### src/rtl/crc8_pkg.sv
// Package: shared frame constants and the control phase type for the
// serial identity-code CRC engine. Assumes an LSB-first bit stream.
package crc8_pkg;
    localparam int DEF_CRC_W       = 8;
    localparam int DEF_FRAME_BITS  = 64;
    localparam int DEF_DATA_BITS   = 56;
    localparam int DEF_FAMILY_BITS = 8;

    // Position of the frame, derived from the accepted-bit count.
    typedef enum logic [1:0] {
        PH_FAMILY = 2'd0,
        PH_SERIAL = 2'd1,
        PH_CHECK  = 2'd2,
        PH_DONE   = 2'd3
    } frame_phase_e;
endpackage

### src/rtl/crc8_shift_stage.sv
// Module: combinational single-bit step of a right-shifting (reflected)
// CRC register. Assumes POLY holds the reflected polynomial with the
// x^W term dropped; bit i of POLY sets a feedback tap into position i.
module crc8_shift_stage #(
    parameter int              W    = 8,
    parameter logic [W-1:0]    POLY = 8'h8C
) (
    input  logic [W-1:0] cur,
    input  logic         din,
    output logic [W-1:0] nxt
);
    logic fb;

    // Feedback is the incoming bit against the bit leaving the register.
    always_comb fb = din ^ cur[0];

    for (genvar i = 0; i < W; i++) begin : g_tap
        if (i == W - 1) begin : g_top
            // Top position receives only the feedback term.
            always_comb nxt[i] = fb & POLY[i];
        end else begin : g_mid
            // Lower positions take the neighbour above plus an optional tap.
            always_comb nxt[i] = cur[i+1] ^ (fb & POLY[i]);
        end
    end
endmodule

### src/rtl/crc8_seq_ctrl.sv
// Module: counts accepted bits, decides acceptance, raises the capture
// strobe on the last data bit and the done flag on the last frame bit.
// Assumes DATA_BITS < FRAME_BITS and FAMILY_BITS <= DATA_BITS.
module crc8_seq_ctrl
    import crc8_pkg::*;
#(
    parameter int FRAME_BITS  = DEF_FRAME_BITS,
    parameter int DATA_BITS   = DEF_DATA_BITS,
    parameter int FAMILY_BITS = DEF_FAMILY_BITS,
    localparam int CNT_W      = $clog2(FRAME_BITS + 1)
) (
    input  logic             clk,
    input  logic             rst_n,
    input  logic             clr,
    input  logic             bit_vld,
    output logic             accept,
    output logic             cap_crc,
    output logic             fam_phase,
    output logic             fam_full,
    output logic [CNT_W-1:0] cnt,
    output logic             done
);
    frame_phase_e phase;

    // Bits are taken only when valid, not complete, and not being cleared.
    always_comb accept = bit_vld & ~done & ~clr;

    // Frame phase decoded from the count.
    always_comb begin
        if (done)                                phase = PH_DONE;
        else if (cnt < CNT_W'(FAMILY_BITS))      phase = PH_FAMILY;
        else if (cnt < CNT_W'(DATA_BITS))        phase = PH_SERIAL;
        else                                     phase = PH_CHECK;
    end

    // Phase-derived strobes for the datapath.
    always_comb begin
        fam_phase = (phase == PH_FAMILY);
        fam_full  = (phase != PH_FAMILY);
        cap_crc   = accept && (cnt == CNT_W'(DATA_BITS - 1));
    end

    // Accepted-bit counter and completion flag.
    always_ff @(posedge clk) begin
        if (!rst_n || clr) begin
            cnt  <= '0;
            done <= 1'b0;
        end else if (accept) begin
            cnt  <= cnt + 1'b1;
            done <= (cnt == CNT_W'(FRAME_BITS - 1));
        end
    end

    AST_CNT_LIMIT: assert property (@(posedge clk) disable iff (!rst_n)
        cnt <= CNT_W'(FRAME_BITS));
    AST_DONE_FROZEN: assert property (@(posedge clk) disable iff (!rst_n)
        (done && bit_vld && !clr) |=> (done && $stable(cnt)));
    AST_CLR_WINS: assert property (@(posedge clk) disable iff (!rst_n)
        (clr && bit_vld) |=> (cnt == '0 && !done));
endmodule

### src/rtl/crc8_remainder.sv
// Module: holds the division remainder and the captured check byte.
// Assumes the controller gives accept and cap_crc in the same cycle as
// the bit that causes them.
module crc8_remainder #(
    parameter int           W    = 8,
    parameter logic [W-1:0] POLY = 8'h8C
) (
    input  logic         clk,
    input  logic         rst_n,
    input  logic         clr,
    input  logic         accept,
    input  logic         cap_crc,
    input  logic         din,
    output logic [W-1:0] rem,
    output logic [W-1:0] crc_byte
);
    logic [W-1:0] rem_nxt;

    crc8_shift_stage #(.W(W), .POLY(POLY)) u_stage (
        .cur (rem),
        .din (din),
        .nxt (rem_nxt)
    );

    // Remainder register: advances one step per accepted bit.
    always_ff @(posedge clk) begin
        if (!rst_n || clr)  rem <= '0;
        else if (accept)    rem <= rem_nxt;
    end

    // Check-byte register: loads the remainder after the last data bit.
    always_ff @(posedge clk) begin
        if (!rst_n || clr)  crc_byte <= '0;
        else if (cap_crc)   crc_byte <= rem_nxt;
    end

    AST_REM_HOLD: assert property (@(posedge clk) disable iff (!rst_n)
        (!accept && !clr) |=> $stable(rem));
    AST_REM_CLEAR: assert property (@(posedge clk) disable iff (!rst_n)
        clr |=> (rem == '0 && crc_byte == '0));
    AST_CAP_HOLD: assert property (@(posedge clk) disable iff (!rst_n)
        (!cap_crc && !clr) |=> $stable(crc_byte));
endmodule

### src/rtl/crc8_family_cap.sv
// Module: assembles the first FAMILY_BITS accepted bits, first bit as
// bit 0, and compares them with the expected family value. Assumes
// the controller marks the family phase and its completion.
module crc8_family_cap #(
    parameter int                   FAMILY_BITS = 8,
    parameter logic [FAMILY_BITS-1:0] EXPECT    = 8'h21
) (
    input  logic clk,
    input  logic rst_n,
    input  logic clr,
    input  logic accept,
    input  logic fam_phase,
    input  logic fam_full,
    input  logic din,
    output logic match
);
    logic [FAMILY_BITS-1:0] fam;

    // Shift register filled from the top so the first bit ends at bit 0.
    always_ff @(posedge clk) begin
        if (!rst_n || clr)            fam <= '0;
        else if (accept && fam_phase) fam <= {din, fam[FAMILY_BITS-1:1]};
    end

    // Match is only meaningful once the whole byte is in.
    always_comb match = fam_full && (fam == EXPECT);

    AST_FAM_STABLE: assert property (@(posedge clk) disable iff (!rst_n)
        (fam_full && $past(fam_full) && !clr) |-> $stable(fam));
endmodule

### src/rtl/rom_code_crc8.sv
// Module: top of the serial identity-code CRC engine. Ties the control,
// remainder and family-capture pieces together. Assumes one bit per
// strobed cycle, least significant bit first, family byte first.
module rom_code_crc8
    import crc8_pkg::*;
#(
    parameter int                       CRC_W       = DEF_CRC_W,
    parameter logic [CRC_W-1:0]         POLY_REFL   = 8'h8C,
    parameter int                       FRAME_BITS  = DEF_FRAME_BITS,
    parameter int                       DATA_BITS   = DEF_DATA_BITS,
    parameter int                       FAMILY_BITS = DEF_FAMILY_BITS,
    parameter logic [FAMILY_BITS-1:0]   FAMILY_EXP  = 8'h21,
    localparam int                      CNT_W       = $clog2(FRAME_BITS + 1)
) (
    input  logic             clk,
    input  logic             rst_n,
    input  logic             clr,
    input  logic             bit_vld,
    input  logic             bit_din,
    output logic [CRC_W-1:0] rem,
    output logic [CNT_W-1:0] bit_cnt,
    output logic [CRC_W-1:0] crc_byte,
    output logic             done,
    output logic             crc_ok,
    output logic             family_ok
);
    logic accept;
    logic cap_crc;
    logic fam_phase;
    logic fam_full;

    crc8_seq_ctrl #(
        .FRAME_BITS  (FRAME_BITS),
        .DATA_BITS   (DATA_BITS),
        .FAMILY_BITS (FAMILY_BITS)
    ) u_ctrl (
        .clk       (clk),
        .rst_n     (rst_n),
        .clr       (clr),
        .bit_vld   (bit_vld),
        .accept    (accept),
        .cap_crc   (cap_crc),
        .fam_phase (fam_phase),
        .fam_full  (fam_full),
        .cnt       (bit_cnt),
        .done      (done)
    );

    crc8_remainder #(.W(CRC_W), .POLY(POLY_REFL)) u_rem (
        .clk      (clk),
        .rst_n    (rst_n),
        .clr      (clr),
        .accept   (accept),
        .cap_crc  (cap_crc),
        .din      (bit_din),
        .rem      (rem),
        .crc_byte (crc_byte)
    );

    crc8_family_cap #(.FAMILY_BITS(FAMILY_BITS), .EXPECT(FAMILY_EXP)) u_fam (
        .clk       (clk),
        .rst_n     (rst_n),
        .clr       (clr),
        .accept    (accept),
        .fam_phase (fam_phase),
        .fam_full  (fam_full),
        .din       (bit_din),
        .match     (family_ok)
    );

    // Frame verdict: complete and divided down to zero.
    always_comb crc_ok = done && (rem == '0);

    AST_OK_NEEDS_DONE: assert property (@(posedge clk) disable iff (!rst_n)
        crc_ok |-> done);
    AST_FAM_NEEDS_BYTE: assert property (@(posedge clk) disable iff (!rst_n)
        family_ok |-> (bit_cnt >= CNT_W'(FAMILY_BITS)));
    AST_STEP_COUNT: assert property (@(posedge clk) disable iff (!rst_n)
        (bit_vld && !done && !clr) |=> (bit_cnt == $past(bit_cnt) + 1'b1));
endmodule

### config.mk
export PLATFORM = sky130hd
export DESIGN_NAME = rom_code_crc8
export DESIGN_NICKNAME = d
export VERILOG_FILES = /design/src/rtl/crc8_pkg.sv /design/src/rtl/crc8_shift_stage.sv /design/src/rtl/crc8_seq_ctrl.sv /design/src/rtl/crc8_remainder.sv /design/src/rtl/crc8_family_cap.sv /design/src/rtl/rom_code_crc8.sv
export SDC_FILE = /design/constraint.sdc
export NUM_CORES = 1
export LEC_CHECK = 0
export BUFFER_PORTS_ARGS = -buffer_cell sky130_fd_sc_hd__buf_2
export CELL_PAD_IN_SITES_DETAIL_PLACEMENT = 1
export CELL_PAD_IN_SITES_GLOBAL_PLACEMENT = 2
export CORE_MARGIN = 2
export CORE_UTILIZATION = 34
export CTS_CLUSTER_SIZE = 24
export DETAILED_ROUTE_END_ITERATION = 7
export PLACE_DENSITY = 0.84
export SYNTH_ARGS = -nofsm -noshare
export SYNTH_HDL_FRONTEND = slang
export SYNTH_HIERARCHICAL = 1
export SYNTH_SLANG_ARGS = --single-unit
### constraint.sdc
create_clock -name clk -period 2.5 [get_ports clk]
set_input_delay 0.25 -clock clk [delete_from_list [all_inputs] [get_ports clk]]
set_output_delay 0.25 -clock clk [all_outputs]
set_load 0.02 [all_outputs]
==> key figures <==
Hold path
  • HP Start: bit_din
  • Hold Path Depth: 3
  • Hold Path Class: in -> reg
  • Hold EP: u_fam/fam[7]$_SDFFE_PP0P_

Logic synthesis
  • Area share of the largest cell type after synthesis: 41.2%
  • Synth area leaders: dfxtp_1 (41%), mux2i_1 (11%), nor2_2 (4.0%), a21bo_2 (3.9%), buf_4 (3.9%)
  • Post-synthesis xor/xnor area fraction: 4.75%
  • Seq cells post-synth: 32
  • Simple-gate portion of the synthesized area: 19.9%
  • Largest family of logic cells by synthesized area: simple AND/OR/NAND/NOR gates
  • Area leader, netlist: dfxtp_1
  • Synth Area in Adders: 0.805%
  • Post-Syn Nets: 156
  • Post-synthesis compound-gate area fraction: 11.4%
  • Sequential share of the synthesized area: 41.2%
  • Post-synth cell types: 37
  • Avg Cell Area, Syn: 10.4 µm²
  • Post-Synthesis Cells: 150
  • Yosys warns: 6
  • Mapped Area: 1560 µm²
  • Post-synthesis mux area share: 10.9%

STA
  • Min Tclk post-route: 1.97 ns
  • Tcrit/Tclk final: 78.7%
  • Slew margin rel.: 75.5%
  • Hold Fails Final Rpt: 0
  • # setup viols final: 0
  • Slew Limit Fails: 0
  • Skew final: 0.00654 ns
  • FMAX: 508 MHz
  • Total negative slack: 0 ns
  • Worst hold slack: 0.304 ns
  • Worst Max-Slew Pin Slew: 0.365 ns
  • RSZ-0062 raised after global routing: no

Power
  • Pleak: 0.698 nW
  • VDD IR max: 0.231 mV
  • Pwr/cell area: 542 nW/µm²

Setup path
  • CP peak stage delay: 0.59 ns
  • Worst r2r dst: u_rem/crc_byte[4]$_SDFFE_PP0P_
  • Slowest CP cell: or4bb_2
  • Critical path class: reg -> reg
  • Reg-to-reg critical path startpoint: u_ctrl/cnt[0]$_SDFFE_PP0P_
  • Worst reg2reg path depth: 6
  • Worst Path Arrival: 2.14 ns
  • Crit path max fanout: 8
  • Reg2reg setup slack: 0.53 ns
  • Crit path launch type: register
  • Worst-path cell chain: ha_1 -> or4bb_2 -> nor3_1 -> buf_4 -> mux2i_1 -> nor2_2
  • Crit end category: register
  • Worst Path Buf+Inv: 1
  • Req. time, crit path: 2.67 ns
  • Crit-path leading delay family: simple AND/OR/NAND/NOR gates

Clock network
  • Post-CTS Setup Inserts: 0
  • Clk_lat worst skew: 0.28 ns
  • CTS clk-pin slew, worst paths: 0.06 ns
  • CTS tree: done
  • Hold-fix buffer count after cts: 0
  • Resized Gates After CTS: 0
  • H-Tree Level Count: 2
  • Clk sink count: 32
  • CTS root buf: clkbuf_8
  • Clock Path Buffers: 2
  • CTS buffer count: 5

Placed design
  • Dpl hpwl: 2.47 mm
  • Final GP Congestion: 0.739
  • Dpl cells: 218
  • PortBufs: 30

Detailed routing
  • DRC errors left: 0
  • DR WL/cell: 15.1 µm
  • Vias: 1130
  • Vias per Instance: 5.02
  • Post-route ant nets: 0
  • DR iter-0 viols: 35
  • Routed wire length: 3.40 mm
  • DRT Pass-1 Iters: 4

Cells and area
  • Layout cells sized above 1: 37.0%
  • Most frequent cells in the layout: dfxtp_1 (32), buf_2 (30), mux2i_1 (17)
  • Filler cells: 524
  • Fin nets: 179
  • Final std cells w/o fill: 225
  • Antenna cells: 0
  • Area Overhead vs Synth: 10.4%
  • Commonest non-fill, non-tap cell in the layout: dfxtp_1

Floorplanning
  • # IOs: 31
  • Initial core utilization: 35.5%
  • Die Wd: 71.6 µm
  • Die area: 5130 µm²
  • Die outline height: 71.6 µm
  • Rows: 24
  • Total core area: 4380 µm²

Outcome
  • Run status: finished, final reports clean

GRT
  • Antenna violations before repair: 0
  • Number of global-route vias before repair: 1193
  • Total Routing Usage GR: 14.5%
  • GRT overflow: 0
  • Pin count of the biggest net entering global routing: 25
  • First-pass GRT wire length: 5.72 mm

Job
  • Max-cap violations: 0
[worst max path at each step]
stage / from / to / depth (start not counted)
3_3_place_gp: u_ctrl/cnt[0]$_SDFFE_PP0P_ / u_rem/crc_byte[3]$_SDFFE_PP0P_ / 6
4_1_cts: u_ctrl/cnt[0]$_SDFFE_PP0P_ / u_rem/crc_byte[4]$_SDFFE_PP0P_ / 6
3_5_place_dp: u_ctrl/cnt[0]$_SDFFE_PP0P_ / u_rem/crc_byte[4]$_SDFFE_PP0P_ / 6
6_report: u_ctrl/cnt[0]$_SDFFE_PP0P_ / u_rem/crc_byte[4]$_SDFFE_PP0P_ / 6
2_1_floorplan: u_ctrl/cnt[0]$_SDFFE_PP0P_ / u_rem/crc_byte[2]$_SDFFE_PP0P_ / 6
5_1_grt: u_ctrl/cnt[0]$_SDFFE_PP0P_ / u_rem/crc_byte[6]$_SDFFE_PP0P_ / 6
[worst reg2reg max path, delay by kind of cell, from the launching register on]
kind,cells,cell delay [ns]
buffers and inverters,1,0.22
flip-flops,1,0.38
AND/OR/NAND/NOR,3,0.84
adder cells (fa/ha/maj),1,0.18
multiplexers,1,0.24
[state kept, by name, indices dropped and copies added (netlist names)]
signal	count
u_fam/fam	8
u_rem/crc_byte	8
u_rem/rem	8
u_ctrl/cnt	7
u_ctrl/done	1
[per-layer routing]
layer	wire [µm]	up-vias	track usage, %
met5	0	-	0
met4	13	0	4.40
met3	108	2	5.06
met2	1800	16	24.7
met1	1480	552	17.1
li1	-	560	-
[area by class of cell]
cell class | instances | area [µm²] | share of cell area [%]
multi-input combinational | 98 | 749 | 43.7
inverter | 3 | 11.3 | 0.656
timing repair buffer | 33 | 173 | 10.1
tap | 52 | 65.1 | 3.79
clock buffer | 6 | 72.6 | 4.23
sequential | 32 | 641 | 37.3
clock inverter | 1 | 5.00 | 0.292
[synthesized netlist by cell type]
cell      number
dfxtp_1       32
mux2i_1       17
a21oi_1       11
nand3_1       10
nor2_2        10
nor2_1         9
buf_4          8
a21bo_2        6
buf_6          5
inv_1          3
nand2_1        3
xor2_1         3
a21bo_1        2
a21oi_2        2
nand2b_1       2
nor3_1         2
o21ai_0        2
o31ai_1        2
or3_1          2
xor3_1         2
and4b_1        1
buf_12         1
buf_2          1
buf_8          1
clkbuf_1       1
ha_1           1
nand2b_4       1
nor4_1         1
nor4_2         1
nor4bb_1       1
or2_2          1
or3_2          1
or3b_1         1
or4_1          1
or4_4          1
or4b_1         1
or4bb_2        1
[logic make-up after synthesis]
logic type / count (synthesis)
DFF: 32
xor gates and xnor gates: 5
muxes: 17
and+or+nand+nor: 50
adders and majority gates: 1
buffers and inverters: 20
AOI/OAI and AO/OA: 25
[power by group]
group / total [mW] / switching (mW) / internal, mW
Sequential: 0.515 / 0.00265 / 0.512
Clock: 0.367 / 0.179 / 0.189
Combinational: 0.0483 / 0.0307 / 0.0176
Total: 0.930 / 0.212 / 0.719
[through the flow]
stage          util (%)  setup slack, ns  area, µm²  power (mW)
2_1_floorplan         -            0.519       1560       0.575
6_report           39.2            0.532       1720       0.930
4_1_cts            39.2            0.519       1720       0.948
3_5_place_dp       37.4            0.529       1640       0.575
5_1_grt            39.2            0.407       1720       0.981
3_3_place_gp       37.4            0.584       1640       0.573
(Power assumes the default switching activity.)
